===== config.mk =====
export PLATFORM = sky130hd
export DESIGN_NAME = vec_shuffle_unit
export DESIGN_NICKNAME = d
export VERILOG_FILES = /design/src/rtl/vshuf_pkg.sv /design/src/rtl/vshuf_permute.sv /design/src/rtl/vshuf_select.sv /design/src/rtl/vshuf_merge.sv /design/src/rtl/vec_shuffle_unit.sv
export SDC_FILE = /design/constraint.sdc
export NUM_CORES = 1
export LEC_CHECK = 0
export BUFFER_PORTS_ARGS = -buffer_cell sky130_fd_sc_hd__buf_2
export CAP_MARGIN = 20
export CORE_MARGIN = 3
export CORE_UTILIZATION = 25
export DETAILED_ROUTE_END_ITERATION = 10
export SLEW_MARGIN = 10
export SYNTH_ARGS = -nofsm -noshare
export SYNTH_HDL_FRONTEND = slang
export SYNTH_SLANG_ARGS = --single-unit
export TNS_END_PERCENT = 5

===== constraint.sdc =====
create_clock -name vclk -period 3.51
set_clock_uncertainty 0.15 [all_clocks]
set_input_delay 0.8775 -clock vclk [all_inputs]
set_output_delay 0.8775 -clock vclk [all_outputs]
set_load 0.005 [all_outputs]

===== src/rtl/vshuf_pkg.sv =====
package vshuf_pkg;

    localparam int BYTE_W = 8;

    typedef enum logic [1:0] {
        OP_PERMUTE = 2'd0,
        OP_SELECT  = 2'd1,
        OP_MRG_B   = 2'd2,
        OP_MRG_H   = 2'd3
    } shuf_op_e;

endpackage


===== src/rtl/vshuf_permute.sv =====
module vshuf_permute #(
    parameter int NBYTES = 16
) (
    input  logic [NBYTES*vshuf_pkg::BYTE_W-1:0] a_i,
    input  logic [NBYTES*vshuf_pkg::BYTE_W-1:0] b_i,
    input  logic [NBYTES*vshuf_pkg::BYTE_W-1:0] ctl_i,
    output logic [NBYTES*vshuf_pkg::BYTE_W-1:0] y_o
);
    import vshuf_pkg::*;

    localparam int VEC_W = NBYTES * BYTE_W;
    localparam int IDX_W = $clog2(NBYTES);

    logic [BYTE_W-1:0] a_byte [NBYTES];
    logic [BYTE_W-1:0] b_byte [NBYTES];

    // Byte k sits at the most-significant end for k = 0.
    generate
        for (genvar k = 0; k < NBYTES; k++) begin : g_split
            assign a_byte[k] = a_i[VEC_W-1-BYTE_W*k -: BYTE_W];
            assign b_byte[k] = b_i[VEC_W-1-BYTE_W*k -: BYTE_W];
        end
    endgenerate

    generate
        for (genvar i = 0; i < NBYTES; i++) begin : g_lane
            logic [BYTE_W-1:0] ctl;
            logic [IDX_W-1:0]  idx;
            logic              from_b;
            logic              unused_ctl_hi;

            assign ctl           = ctl_i[VEC_W-1-BYTE_W*i -: BYTE_W];
            assign idx           = ctl[IDX_W-1:0];
            assign from_b        = ctl[IDX_W];
            assign unused_ctl_hi = ^ctl[BYTE_W-1:IDX_W+1];

            assign y_o[VEC_W-1-BYTE_W*i -: BYTE_W] = from_b ? b_byte[idx] : a_byte[idx];
        end
    endgenerate

endmodule


===== src/rtl/vshuf_select.sv =====
module vshuf_select #(
    parameter int VEC_W = 128
) (
    input  logic [VEC_W-1:0] a_i,
    input  logic [VEC_W-1:0] b_i,
    input  logic [VEC_W-1:0] mask_i,
    output logic [VEC_W-1:0] y_o
);

    assign y_o = (b_i & mask_i) | (a_i & ~mask_i);

endmodule


===== src/rtl/vshuf_merge.sv =====
module vshuf_merge #(
    parameter int VEC_W  = 128,
    parameter int ELEM_W = 8
) (
    input  logic [VEC_W-1:0] a_i,
    input  logic [VEC_W-1:0] b_i,
    output logic [VEC_W-1:0] y_o
);

    localparam int NELEM = VEC_W / ELEM_W;
    localparam int HALF  = NELEM / 2;

    logic unused_low;
    assign unused_low = ^{a_i[VEC_W/2-1:0], b_i[VEC_W/2-1:0]};

    generate
        for (genvar j = 0; j < HALF; j++) begin : g_pair
            assign y_o[VEC_W-1-ELEM_W*(2*j)   -: ELEM_W] = a_i[VEC_W-1-ELEM_W*j -: ELEM_W];
            assign y_o[VEC_W-1-ELEM_W*(2*j+1) -: ELEM_W] = b_i[VEC_W-1-ELEM_W*j -: ELEM_W];
        end
    endgenerate

endmodule


===== src/rtl/vec_shuffle_unit.sv =====
module vec_shuffle_unit #(
    parameter int NBYTES  = 16,
    parameter bit OUT_REG = 1'b0
) (
    input  logic                               clk,
    input  logic                               rst_n,
    input  logic [1:0]                         op_i,
    input  logic [NBYTES*vshuf_pkg::BYTE_W-1:0] src_a_i,
    input  logic [NBYTES*vshuf_pkg::BYTE_W-1:0] src_b_i,
    input  logic [NBYTES*vshuf_pkg::BYTE_W-1:0] src_c_i,
    output logic [NBYTES*vshuf_pkg::BYTE_W-1:0] res_o
);
    import vshuf_pkg::*;

    localparam int VEC_W  = NBYTES * BYTE_W;
    localparam int HALF_W = 2 * BYTE_W;

    shuf_op_e          op;
    logic [VEC_W-1:0]  perm_y;
    logic [VEC_W-1:0]  sel_y;
    logic [VEC_W-1:0]  mrg_b_y;
    logic [VEC_W-1:0]  mrg_h_y;
    logic [VEC_W-1:0]  comb_y;

    assign op = shuf_op_e'(op_i);

    vshuf_permute #(.NBYTES(NBYTES)) u_perm (
        .a_i(src_a_i), .b_i(src_b_i), .ctl_i(src_c_i), .y_o(perm_y)
    );

    vshuf_select #(.VEC_W(VEC_W)) u_sel (
        .a_i(src_a_i), .b_i(src_b_i), .mask_i(src_c_i), .y_o(sel_y)
    );

    vshuf_merge #(.VEC_W(VEC_W), .ELEM_W(BYTE_W)) u_mrg_b (
        .a_i(src_a_i), .b_i(src_b_i), .y_o(mrg_b_y)
    );

    vshuf_merge #(.VEC_W(VEC_W), .ELEM_W(HALF_W)) u_mrg_h (
        .a_i(src_a_i), .b_i(src_b_i), .y_o(mrg_h_y)
    );

    always_comb begin
        unique case (op)
            OP_PERMUTE: comb_y = perm_y;
            OP_SELECT:  comb_y = sel_y;
            OP_MRG_B:   comb_y = mrg_b_y;
            OP_MRG_H:   comb_y = mrg_h_y;
            default:    comb_y = '0;
        endcase
    end

    generate
        if (OUT_REG) begin : g_reg
            logic [VEC_W-1:0] res_q;
            always_ff @(posedge clk or negedge rst_n) begin
                if (!rst_n) res_q <= '0;
                else        res_q <= comb_y;
            end
            assign res_o = res_q;

            p_reg_follow_r8: assert property (@(posedge clk) disable iff (!rst_n)
                $past(rst_n) |-> res_o == $past(comb_y));
        end else begin : g_comb
            assign res_o = comb_y;
        end
    endgenerate

    // where the mask is 0 the result copies A, where it is 1 it copies B.
    p_sel_bits_r3: assert property (@(posedge clk) disable iff (!rst_n)
        op == OP_SELECT |-> (((comb_y ^ src_a_i) & ~src_c_i) == '0) &&
                            (((comb_y ^ src_b_i) &  src_c_i) == '0));

    // all control bytes steering to A with A all zero gives a zero result.
    p_perm_zero_r1: assert property (@(posedge clk) disable iff (!rst_n)
        (op == OP_PERMUTE && src_a_i == '0 &&
         (src_c_i & {NBYTES{8'h10}}) == '0) |-> comb_y == '0);

    // the leading byte pair comes from A then B, both at byte 0.
    p_mrg_b_head_r4: assert property (@(posedge clk) disable iff (!rst_n)
        op == OP_MRG_B |-> comb_y[VEC_W-1 -: BYTE_W] == src_a_i[VEC_W-1 -: BYTE_W] &&
                           comb_y[VEC_W-1-BYTE_W -: BYTE_W] == src_b_i[VEC_W-1 -: BYTE_W]);

    // the leading halfword pair comes from A then B, both at halfword 0.
    p_mrg_h_head_r5: assert property (@(posedge clk) disable iff (!rst_n)
        op == OP_MRG_H |-> comb_y[VEC_W-1 -: HALF_W] == src_a_i[VEC_W-1 -: HALF_W] &&
                           comb_y[VEC_W-1-HALF_W -: HALF_W] == src_b_i[VEC_W-1 -: HALF_W]);

endmodule


==> impl_metrics.csv <==
group,metric,value,unit
floorplan,fp.coreArea,145000,µm²
placement,placed_area,51100,µm²
critical_path,crit_required,2.48,ns
power_and_ir_drop,p_per_area,166,nW/µm²
critical_path,end_kind,"output port",
power_and_ir_drop,p_leak,20.4,nW
critical_path,start_kind,"primary input",
min_path,min_from,"src_c_i[71]",
critical_path,crit_type,"in2out",
finish,nets,4533,
detailed_routing,antenna_left,0,
critical_path,worstPathBufferInverterCount,4,
sta,worst_slew_pin_slew,0.731,ns
sta,finalSetupViolCount,128,
run_status,status,"finished with violations",
global_routing,grt_pass1_wl,356000,µm
power_and_ir_drop,peakVddDrop,0.194,mV
finish,layout-drive-gt1-share,76.2,%
global_routing,antenna_found_initial,52,
global_routing,grtUsageTotal,33.1,%
floorplan,die_w,389,µm
detailed_routing,route.detailed.drc,0,
finish,n_sequential_cell,0,
detailed_routing,via_per_inst,7.28,
sta,hold_viol,0,
floorplan,row_count,139,
detailed_routing,wl_per_cell,42.7,µm
sta,fin_crit,4.07,ns
finish,final_cell_mix,"1116 x mux4_2, 951 x buf_4, 415 x buf_2",
min_path,whs_path_depth,4,
floorplan,die_h,389,µm
sta,slew_headroom,51.3,%
synth,synth_area_per_cell,12.1,µm²
run_status,violations,"setup timing",
placement,gp_congestion,1.09,
run,maxCapViolCount,0,
floorplan,ioPinCount,516,
finish,seq_area,0,µm²
detailed_routing,vias,44300,
global_routing,grt_max_degree,38,
detailed_routing,first_pass_iters,6,
min_path,min_to,"res_o[71]",
synth,synth.cell_area,36600,µm²
detailed_routing,routed_wl,260000,µm
power_and_ir_drop,power,8.94,mW
finish,nClkBuffers,0,
clock_tree,ctsHoldBuffers,0,
sta,fin_crit_sh,116,%
sta,maxSlewViolCount,0,
synth,seq_area_frac_synth,0,%
sta,max_freq,0.245,GHz
critical_path,arrival,3.05,ns
critical_path,crit_path_max_fanout,7,
floorplan,initial_utilization,25.3,%
global_routing,globalRoute.totalOverflow,0,
finish,final_cell_area,53800,µm²
critical_path,slowest_delay,0.50,ns
synth,ys_types,52,
synth,syn_inst,3026,
synth,ys_warn_count,0,
critical_path,path_cells,"buf_16 -> buf_12 -> buf_12 -> mux4_2 -> mux4_2 -> nor2_2 -> a2111oi_2 -> a221o_1 -> buf_2",
finish,syn_to_final_growth,47.1,%
min_path,hp-class,"in2out",
placement,hpwl,204000,µm
sta,timing.final.ws_setup,-0.564,ns
floorplan,die_area,151000,µm²
finish,final_common_cell,"mux4_2",
detailed_routing,first_iter_violations,7882,
critical_path,critPathTopFamily,"multiplexers",
critical_path,worst-path-stages,9,
synth,synth_nets,3414,
placement,port_buffers,514,
global_routing,grt_pass1_vias,42800,
sta,rsz0062_at_grt,"true",
critical_path,slowest_stage,"mux4_2",
## report_power, final
| part | internal, mW | switching [mW] | total, mW |
|---|---|---|---|
| combinational | 4.41 | 4.53 | 8.94 |
| sequential | 0 | 0 | 0 |
| clock | 0.000000767 | 0 | 0.000000767 |
| total | 4.41 | 4.53 | 8.94 |
## how the worst max path moves through the flow
stage | start | end
finish | src_c_i[88] | res_o[95]
global placement | src_c_i[88] | res_o[94]
global route | src_c_i[88] | res_o[94]
detailed placement | src_c_i[120] | res_o[124]
floorplan | src_c_i[48] | res_o[48]
CTS | src_c_i[88] | res_o[94]
## per-stage QoR
stage / setup TNS [ns] / utilization [%] / cells / hold WS, ns / setup WS, ns
floorplan: -2.97 / - / 3026 / 1.78 / -0.0713
global placement: -48.65 / 35.4 / 6032 / 2.08 / -1.01
detailed placement: -49.11 / 35.4 / 6033 / 2.08 / -0.913
CTS: -28.76 / 36.5 / 6042 / 2.08 / -0.498
global route: -34.86 / 37.2 / 6069 / 2.11 / -0.585
finish: -29.33 / 37.3 / 6086 / 2.06 / -0.564
## final cells by class
type,instances,area (µm²)
multi-input combinational,2370,35100
antenna,40,100
inverter,12,45.0
tap,1903,2380
timing repair buffer,1761,16200
fill,14100,90700
## repair_timing
item	CTS	global route
gates cloned	2	2
gates resized for setup	381	213
setup buffers	10	3
setup endpoints to repair	128	128
pin swaps	62	36
## layer usage
metal	up-vias	share of wire (%)	GRT usage (%)	routed length, µm
met2	5248	40	46.5	105000
met5	-	0.047	0.415	123
met3	1157	17	13.6	44900
li1	15600	-	-	-
met1	22300	34	42.3	87600
met4	20	8.7	19.8	22500
## cells by family (layout without fill, tap and decap cells)
group	after synthesis	in the layout	share of synthesized area (%)
compound gates	504	504	9.68
buf+inv	656	1773	7.58
mux	1414	1414	76.9
other cells	0	40	0
simple gates	452	452	5.80
## synthesized netlist by cell type (14+ instances only)
cell type | number | area share [%]
nor3_1 | 58 | 0.79
nor2b_1 | 29 | 0.50
clkbuf_1 | 445 | 4.6
buf_2 | 129 | 1.8
a211oi_1 | 14 | 0.29
o22ai_1 | 99 | 1.7
a22oi_1 | 138 | 2.8
buf_4 | 20 | 0.41
mux4_2 | 1116 | 69
a21oi_1 | 55 | 0.75
o21ai_1 | 25 | 0.34
nand2b_1 | 20 | 0.34
nor2_1 | 122 | 1.3
buf_1 | 40 | 0.41
o21ai_0 | 30 | 0.41
mux2i_1 | 268 | 7.3
a221oi_1 | 16 | 0.38
nand2_1 | 137 | 1.4
nand3_1 | 22 | 0.30
o221ai_1 | 48 | 1.1
mux2_2 | 28 | 0.86
## worst min-delay path: cells and delay by family
family | cells | cell delay [ns]
AO/OA/AOI/OAI | 1 | 0.16
multiplexers | 1 | 0.06
buffers and inverters | 2 | 0.22
(Power assumes the default switching activity.)
